==> src/rtl/hps_pkg.sv <==
package hps_pkg;
    typedef enum logic [1:0] {
        ST_STRAP = 2'd0,
        ST_LATCH = 2'd1,
        ST_RUN   = 2'd2
    } strap_state_e;
endpackage

==> src/rtl/hps_sync.sv <==
module hps_sync #(
    parameter int W = 1,
    parameter logic [W-1:0] RST_VAL = '0
) (
    input  logic         clk,
    input  logic         rst_n,
    input  logic [W-1:0] d,
    output logic [W-1:0] q
);
    logic [W-1:0] meta;

    always_ff @(posedge clk or negedge rst_n) begin
        if (!rst_n) begin
            meta <= RST_VAL;
            q    <= RST_VAL;
        end else begin
            meta <= d;
            q    <= meta;
        end
    end
endmodule

==> src/rtl/hps_oc_filter.sv <==
module hps_oc_filter #(
    parameter int OC_TICKS = 8
) (
    input  logic clk,
    input  logic rst_n,
    input  logic enable,
    input  logic oc_act,
    input  logic ms_tick,
    output logic qualified
);
    localparam int CW = $clog2(OC_TICKS + 1);

    logic [CW-1:0] cnt;

    always_ff @(posedge clk or negedge rst_n) begin
        if (!rst_n) begin
            cnt <= '0;
        end else if (!enable || !oc_act) begin
            cnt <= '0;
        end else if (ms_tick && (cnt != CW'(OC_TICKS))) begin
            cnt <= cnt + CW'(1);
        end
    end

    assign qualified = (cnt == CW'(OC_TICKS));


    oc_needs_fault_chk: assert property (@(posedge clk) disable iff (!rst_n)
        qualified |-> ($past(oc_act) && $past(enable)));
endmodule

==> src/rtl/hps_port_gate.sv <==
module hps_port_gate (
    input  logic clk,
    input  logic rst_n,
    input  logic run,
    input  logic req,
    input  logic trip,
    input  logic clr,
    output logic en,
    output logic oc_stat
);
    logic blocked;

    always_ff @(posedge clk or negedge rst_n) begin
        if (!rst_n) begin
            oc_stat <= 1'b0;
            blocked <= 1'b0;
            en      <= 1'b0;
        end else begin
            if (trip)     oc_stat <= 1'b1;
            else if (clr) oc_stat <= 1'b0;

            if (trip)      blocked <= 1'b1;
            else if (!req) blocked <= 1'b0;

            en <= run && req && !oc_stat && !blocked && !trip;
        end
    end


    fault_cuts_power_chk: assert property (@(posedge clk) disable iff (!rst_n)
        oc_stat |=> !en);


    no_power_without_run_chk: assert property (@(posedge clk) disable iff (!rst_n)
        (en && !$past(en)) |-> ($past(req) && !$past(oc_stat)));
endmodule

==> src/rtl/hub_pwr_strap_ctrl.sv <==
module hub_pwr_strap_ctrl
    import hps_pkg::*;
#(
    parameter int NPORTS   = 4,
    parameter int STRAP_MS = 50,
    parameter int OC_TICKS = 8
) (
    input  logic              clk,
    input  logic              rst_n,
    input  logic              ms_tick,
    input  logic              cfg_pin_in,
    input  logic              suspend_req,
    input  logic              self_pwr_strap,
    input  logic [NPORTS-1:0] oc_n,
    input  logic [NPORTS-1:0] pwr_req,
    input  logic [NPORTS-1:0] oc_clr,
    output logic [NPORTS-1:0] pwr_en_n,
    output logic [NPORTS-1:0] oc_status,
    output logic              gang_mode,
    output logic              self_powered,
    output logic              strap_done,
    output logic              cfg_pin_oe,
    output logic              cfg_pin_out
);
    localparam int SCW = $clog2(STRAP_MS + 1);

    strap_state_e      state, state_nx;
    logic [SCW-1:0]    strap_cnt;
    logic              gang_q;
    logic              run;
    logic              pin_s;
    logic [NPORTS-1:0] oc_n_s;
    logic [NPORTS-1:0] monitored;
    logic [NPORTS-1:0] trip;
    logic [NPORTS-1:0] gate_en;

    hps_sync #(.W(1), .RST_VAL(1'b0)) u_pin_sync (
        .clk(clk), .rst_n(rst_n), .d(cfg_pin_in), .q(pin_s));

    hps_sync #(.W(1), .RST_VAL(1'b0)) u_self_sync (
        .clk(clk), .rst_n(rst_n), .d(self_pwr_strap), .q(self_powered));

    hps_sync #(.W(NPORTS), .RST_VAL({NPORTS{1'b1}})) u_oc_sync (
        .clk(clk), .rst_n(rst_n), .d(oc_n), .q(oc_n_s));

    // next-state logic
    always_comb begin
        state_nx = state;
        unique case (state)
            ST_STRAP: if (ms_tick && (strap_cnt == SCW'(STRAP_MS - 1))) state_nx = ST_LATCH;
            ST_LATCH: state_nx = ST_RUN;
            ST_RUN:   state_nx = ST_RUN;
            default:  state_nx = ST_STRAP;
        endcase
    end

    // state register, window counter and strap latch
    always_ff @(posedge clk or negedge rst_n) begin
        if (!rst_n) begin
            state     <= ST_STRAP;
            strap_cnt <= '0;
            gang_q    <= 1'b0;
        end else begin
            state <= state_nx;
            if (state == ST_STRAP && ms_tick) strap_cnt <= strap_cnt + SCW'(1);
            if (state == ST_LATCH) gang_q <= pin_s;
        end
    end

    // outputs decoded from state
    always_comb begin
        run         = 1'b0;
        cfg_pin_oe  = 1'b0;
        cfg_pin_out = 1'b0;
        unique case (state)
            ST_STRAP, ST_LATCH: begin
                run        = 1'b0;
                cfg_pin_oe = 1'b0;
            end
            ST_RUN: begin
                run         = 1'b1;
                cfg_pin_oe  = 1'b1;
                cfg_pin_out = gang_q ? suspend_req : !suspend_req;
            end
            default: ;
        endcase
    end

    assign strap_done = run;
    assign gang_mode  = gang_q;

    generate
        for (genvar i = 0; i < NPORTS; i++) begin : g_port
            if (i == 0) begin : g_lead
                assign monitored[i] = run;
            end else begin : g_follow
                assign monitored[i] = run && !gang_q;
            end

            hps_oc_filter #(.OC_TICKS(OC_TICKS)) u_filt (
                .clk(clk), .rst_n(rst_n), .enable(monitored[i]),
                .oc_act(!oc_n_s[i]), .ms_tick(ms_tick), .qualified(trip[i]));

            hps_port_gate u_gate (
                .clk(clk), .rst_n(rst_n), .run(monitored[i]), .req(pwr_req[i]),
                .trip(trip[i]), .clr(oc_clr[i]), .en(gate_en[i]),
                .oc_stat(oc_status[i]));

            assign pwr_en_n[i] = !gate_en[i];
        end
    endgenerate


    strap_power_off_chk: assert property (@(posedge clk) disable iff (!rst_n)
        !strap_done |-> (pwr_en_n == {NPORTS{1'b1}}));


    mode_frozen_chk: assert property (@(posedge clk) disable iff (!rst_n)
        (strap_done && $past(strap_done)) |-> $stable(gang_mode));


    gang_followers_off_chk: assert property (@(posedge clk) disable iff (!rst_n)
        gang_mode |-> (pwr_en_n[NPORTS-1:1] == {(NPORTS-1){1'b1}}));


    pin_driven_after_window_chk: assert property (@(posedge clk) disable iff (!rst_n)
        $rose(strap_done) |-> $rose(cfg_pin_oe));
endmodule

==> config.mk <==
export PLATFORM = sky130hd
export DESIGN_NAME = hub_pwr_strap_ctrl
export DESIGN_NICKNAME = d
export VERILOG_FILES = /design/src/rtl/hps_pkg.sv /design/src/rtl/hps_sync.sv /design/src/rtl/hps_oc_filter.sv /design/src/rtl/hps_port_gate.sv /design/src/rtl/hub_pwr_strap_ctrl.sv
export SDC_FILE = /design/constraint.sdc
export NUM_CORES = 1
export LEC_CHECK = 0
export BUFFER_PORTS_ARGS = -buffer_cell sky130_fd_sc_hd__clkbuf_2
export CAP_MARGIN = 30
export CORE_MARGIN = 2
export CORE_UTILIZATION = 28
export DETAILED_ROUTE_END_ITERATION = 10
export SYNTH_ARGS = -nofsm -noshare
export SYNTH_HDL_FRONTEND = slang
export SYNTH_HIERARCHICAL = 1
export SYNTH_SLANG_ARGS = --single-unit
==> constraint.sdc <==
create_clock -name clk -period 1.8 [get_ports clk]
set_input_delay 0.18 -clock clk [delete_from_list [all_inputs] [get_ports clk]]
set_output_delay 0.18 -clock clk [all_outputs]
set_load 0.03 [all_outputs]
# ---- Word level (Yosys, flattened, before mapping)
# Cells that the tools add are included.
# Widths: inputs -> output; s select.
dict set report classes {
  n_div 0
  muxes 29
  addsub 5
  n_mul 0
  n_bitwise 0
  eq_ne 16
  shifts 0
  n_reduce_logical 57
  order_cmp 0
}
# op count
set op_table {}
lappend op_table {{$mux 4} 8}
lappend op_table {{$logic_and 1x1->1} 23}
lappend op_table {{$logic_not 1->1} 20}
lappend op_table {{$mux 1} 19}
lappend op_table {{$add 4x1->4 const B} 4}
lappend op_table {{$eq 4x4->1 const B} 4}
lappend op_table {{$ne 4x4->1 const B} 4}
lappend op_table {{$reduce_bool 2->1} 8}
lappend op_table {{$ne 2x1->1 const B} 4}
lappend op_table {{$add 6x1->6 const B} 1}
lappend op_table {{$eq 6x6->1 const B} 1}
lappend op_table {{$logic_or 1x1->1} 4}
lappend op_table {{$pmux 2 s2} 1}
lappend op_table {{$eq 2x1->1 const B} 1}
lappend op_table {{$eq 2x2->1 const B} 1}
lappend op_table {{$logic_not 2->1} 1}
lappend op_table {{$mux 2} 1}
lappend op_table {{$ne 2x2->1 const B} 1}
lappend op_table {{$reduce_or 2->1} 1}
dict set report word_totals {
  mem_count 0
  latch_bits 0
  ff_bits 49
  in_bits 18
  mem_bits_ro 0
  word_cells 132
  mem_bits_rw 0
}

# ---- Depth between registers and ports, before layout
dict set report logic_depth {
  ltp_word 7
  depth_mapped 6
  depth_no_buf 5
}

# ---- Modules after synthesis
# The synthesis kept the hierarchy.
# mod area_each_um2 n_inst cells_each seq_area_each_um2
set by_module_without_submodules {}
lappend by_module_without_submodules {hps_oc_filter 235.2 4 25 100.1}
lappend by_module_without_submodules {hub_pwr_strap_ctrl 518.0 1 50 225.2}
lappend by_module_without_submodules {hps_port_gate 111.4 4 8 75.1}
lappend by_module_without_submodules {{hps_sync at u_oc_sync} 210.2 1 8 210.2}
lappend by_module_without_submodules {{hps_sync at u_pin_sync ...} 50.0 2 2 50.0}

# ---- Worst setup path before layout
# OpenSTA, ideal clock, no wires.
dict set report synth_path {
  kind {flip-flop to flip-flop}
  startpoint {register state[0]}
  endpoint {register g_port[1].u_filt.cnt[0]}
  n_path_buf 0
  synth_period_minus_slack_ps 1540
  t_required_ps 1722
  arrival_time_ps 1462
  stages_incl_launch_ff 6
  slack_ps 260
  path_cell_list {dfrtp_1 -> inv_1 -> ha_1 -> nor2b_1 -> nand2_1 -> a21oi_1}
}
dict set report synth_via {
  elab_chain_len 6
  elab_cells_between_ends 7
  classes_between {eq/ne: 1; mux: 2; reduce/logical: 4}
}
# element line_no
set synth_rtl {}
lappend synth_rtl {{start: declaration} hub_pwr_strap_ctrl.sv:27} ;# strap_state_e state, state_nx;
lappend synth_rtl {{start signal: assignment} hub_pwr_strap_ctrl.sv:64} ;# state <= state_nx;
lappend synth_rtl {{$eq 2x2->1 (*)} --}
lappend synth_rtl {{$mux 1 (*)} --}
lappend synth_rtl {{named net cfg_pin_oe} hub_pwr_strap_ctrl.sv:22} ;# output logic cfg_pin_oe,
lappend synth_rtl {{$logic_and 1x1->1 (*)} hub_pwr_strap_ctrl.sv:97} ;# assign monitored[i] = run && !gang_q;
lappend synth_rtl {{named net monitored[1]} hub_pwr_strap_ctrl.sv:33} ;# logic [NPORTS-1:0] monitored;
lappend synth_rtl {{$logic_not 1->1 (*)} hps_oc_filter.sv:18} ;# end else if (!enable || !oc_act) begin
lappend synth_rtl {{$logic_or 1x1->1 (*)} hps_oc_filter.sv:18}
lappend synth_rtl {{$mux 4 / $reduce_bool 2->1 (equally long branches)} --}
lappend synth_rtl {{end signal: assignment} hps_oc_filter.sv:21} ;# cnt <= cnt + CW'(1);
lappend synth_rtl {{end: declaration} hps_oc_filter.sv:13} ;# logic [CW-1:0] cnt;
# Mark *: on every way through the listed nets, which the timed path passes. The rest lies on a longest branch.
# A chain may end at the register's enable or synchronous reset.

# ---- Worst setup path after layout
dict set report layout_path {
  startpoint {register state[0]}
  endpoint {output port cfg_pin_out}
}
dict set report layout_via {
  elab_chain_len 2
}
# element line_no
set layout_rtl {}
lappend layout_rtl {{$eq 2x2->1} hub_pwr_strap_ctrl.sv:75} ;# unique case (state)
lappend layout_rtl {{$mux 1} hub_pwr_strap_ctrl.sv:75}
lappend layout_rtl {{end: declaration} hub_pwr_strap_ctrl.sv:23} ;# output logic cfg_pin_out
# Every way passes these cells.

==> metrics <==
Synth area leaders dfrtp_1, dfstp_2, ha_1; Max FO, Critical Path 6; post-synthesis simple-gate area fraction 0.151; gr usage total 0.0939; final hold slack -26.1 ps; Rows 32; final setup TNS 0 ps; clock buffer count from CTS 5; setup bufs post-CTS 0; share of cells above drive strength 1 0.269; Pleak 1.27 nW; DR WL/cell between 10 and 15 um; Root Buffer clkbuf_8; Die ar. 8640 um2; Final Cell Area between 2000 and 3000 um2; setup slack at placement slightly above 300 ps; Sw Ratio 0.330; Cells after Synth just under 200; crit-path max cell delay 410 ps; violated checks hold timing; RSZ-0062 raised after global routing false; H-tree Lvls 2; DR vias approximately 1.4k; #FFs+latches synth just under 50; filler cell count between 700 and 800; CP Launch Type flip-flop; crit-path cells inv_1, ha_1, and2_1, clkbuf_2; Pwr Total ~0.0028 W; total of max-cap violations 0; Compound-Gate Fraction of Synth Area 0.0876; Seq/Total Area, Yosys 0.558; DR iter-0 viols 102; # resized after CTS 0; number of nets in the layout between 200 and 300; IO Pins 31; highest clock rate approximately 620 MHz; most frequent cells in the layout dfrtp_1, clkbuf_2, inv_1; Slowest cell on crit path dfrtp_1; final period utilization 0.890; clk slew on worst S/H paths ~80 ps; drt pass-1 iters 4; Mapped Nets 226; Worst EP required 1620 ps; Slew Viols, Final 0; final setup vio count 0; Arr. time, crit path about 1400 ps; post-synthesis xor/xnor area fraction 0.0395; worst-skew pair later-pin latency about 290 ps; Routed Antenna Nets 0; DP Area approximately 2500 um2; DIE HEIGHT a little over 90 um; worst setup margin between 150 and 200 ps; Peak supply drop a little over 1000 uV; residual DRC count 0; crit path time final approximately 1600 ps; Post-Syn Area between 2000 and 2500 um2; Logic pwr share 0.274; PwrDens 1080 nW/um2; grt ovf 0; Die X approximately 93 um; first-pass GRT wire length between 6000 and 7000 um; Syn Area/Cell between 10 and 15 um2; CTS Hold Bufs 6; vias in the first global route roughly 1.4k; Vias/cell roughly 4.3; initial core utilization 0.288; internal power about 0.0019 W; Seq pwr share 0.495; HP Class in2async; Sw Pwr between 0.0009 and 0.001 W; combinational family with the most area after synthesis simple AND/OR/NAND/NOR gates; CP Capture Type output port; # port buffers 30; outcome finished, violations left; gpl congestion approximately 0.74; WL final roughly 3800 um; area grow syn2layout 17.5%; Max Root-Sink Buffers 2; Relative slew margins 0.592; post-synth top area share 0.463; Netlist cell types 26; Detailed Place HPWL between 2000 and 3000 um; largest net degree at the start of global routing 50; Final Hold Fails 26; Clk pwr share 0.231; core area approximately 7700 um2; Post-Synth Adder-Cell Area 0.0791; Yosys warnings 6; Crit Path Category reg2out; multiplexer share of the synthesized area 0.0153; largest area contributor in the netlist dfrtp_1; CTS tree done; Worst Skew approximately 5.6 ps; Diodes inserted 0; initial antenna violation count 0; commonest non-fill, non-tap cell in the layout dfrtp_1; Worst-Margin Slew ~610 ps; Num Clock Sinks 49
==> area by class of cell <==
| type | instances | area (um2) | share of cell area |
|---|---|---|---|
| flip-flops and latches | 49 | 1240 | 0.475 |
| multi-input cells | 113 | 825 | 0.317 |
| repair buffers | 38 | 225 | 0.0866 |
| well taps | 102 | 128 | 0.0491 |
| inverters | 27 | 101 | 0.0390 |
| clock buffers | 7 | 86.3 | 0.0332 |
==> worst max-delay path: cells and delay by family, from the launching register on <==
kind,cells,cell delay [ps]
adders and majority gates,1,260
buffers and inverters,2,310
and+or+nand+nor,1,150
DFF,1,410
==> logic make-up after synthesis <==
family	count (synthesis)
AO/OA/AOI/OAI	30
XOR/XNOR	10
adder cells (fa/ha/maj)	14
buffers and inverters	32
flip-flops	49
multiplexers	3
AND/OR/NAND/NOR	56
==> power by group through the flow <==
| stage | combinational, W | sequential, W | clock [W] |
|---|---|---|---|
| 2_1_floorplan | 0.000540 | 0.00140 | 0 |
| 3_3_place_gp | 0.000750 | 0.00140 | 0 |
| 3_5_place_dp | 0.000773 | 0.00140 | 0 |
| 4_1_cts | 0.000783 | 0.00138 | 0.000676 |
| 5_1_grt | 0.000865 | 0.00141 | 0.000724 |
| 6_report | 0.000766 | 0.00138 | 0.000647 |
==> state kept, by name (all words and copies together), names as in the netlist <==
| register | cells |
|---|---|
| strap_cnt | 6 |
| u_self_sync/q | 1 |
| u_oc_sync/meta | 4 |
| gang_mode | 1 |
| state | 2 |
| u_self_sync/meta | 1 |
| u_oc_sync/q | 4 |
| g_port.u_filt/cnt | 16 |
| u_pin_sync/meta | 1 |
| u_pin_sync/q | 1 |
| g_port.u_gate/oc_stat | 4 |
| g_port.u_gate/en | 4 |
| g_port.u_gate/blocked | 4 |
==> synth_stat cells <==
master and instances:
a21o_1 4, a21o_2 4, a21oi_1 8, a21oi_2 4
and2_1 2, and3_2 1, and3b_1 4, buf_4 1
buf_6 4, dfrtp_1 41, dfstp_2 8, ha_1 14
inv_1 27, mux2_2 3, nand2_1 21, nand3b_1 4
nand4_1 6, nand4bb_1 1, nor2_1 4, nor2b_1 1
nor4_2 4, o21ai_0 9, o21ai_2 1, or3_1 8
xnor2_1 6, xor2_1 4
==> per-layer routing <==
| layer | vias to the layer above | wire [um] | global-route usage |
|---|---|---|---|
| li1 | 709 | - | - |
| met1 | 699 | 1820 | 0.121 |
| met2 | 36 | 1730 | 0.157 |
| met3 | 2 | 192 | 0.0277 |
| met4 | 0 | 29 | 0.0184 |
| met5 | - | 0 | 0 |
==> through the flow <==
stage	hold WS, ps	utilization	std cells
6_report	-26.1	0.338	336
5_1_grt	39.5	0.338	336
4_1_cts	8.62	0.338	336
3_5_place_dp	271	0.319	323
3_3_place_gp	269	0.319	323
2_1_floorplan	-116	-	194
==> path summary, 6_finish.rpt <==
kind | from | end | slack (ps) | depth (start not counted)
max in group asynchronous | rst_n | gang_mode | 1410 | 2
worst min-delay path | rst_n | g_port[1].u_gate/oc_stat | -30 | 2
worst max register to register | g_port[0].u_filt/cnt[0] | g_port[0].u_filt/cnt[2] | 280 | 5
min in group clk | pwr_req[1] | g_port[1].u_gate/blocked | 120 | 2
worst max-delay path | state[0] | cfg_pin_out | 200 | 4
worst min register to register | u_pin_sync/meta | u_pin_sync/q | 360 | 0
Power figures use the tool's default switching activity.
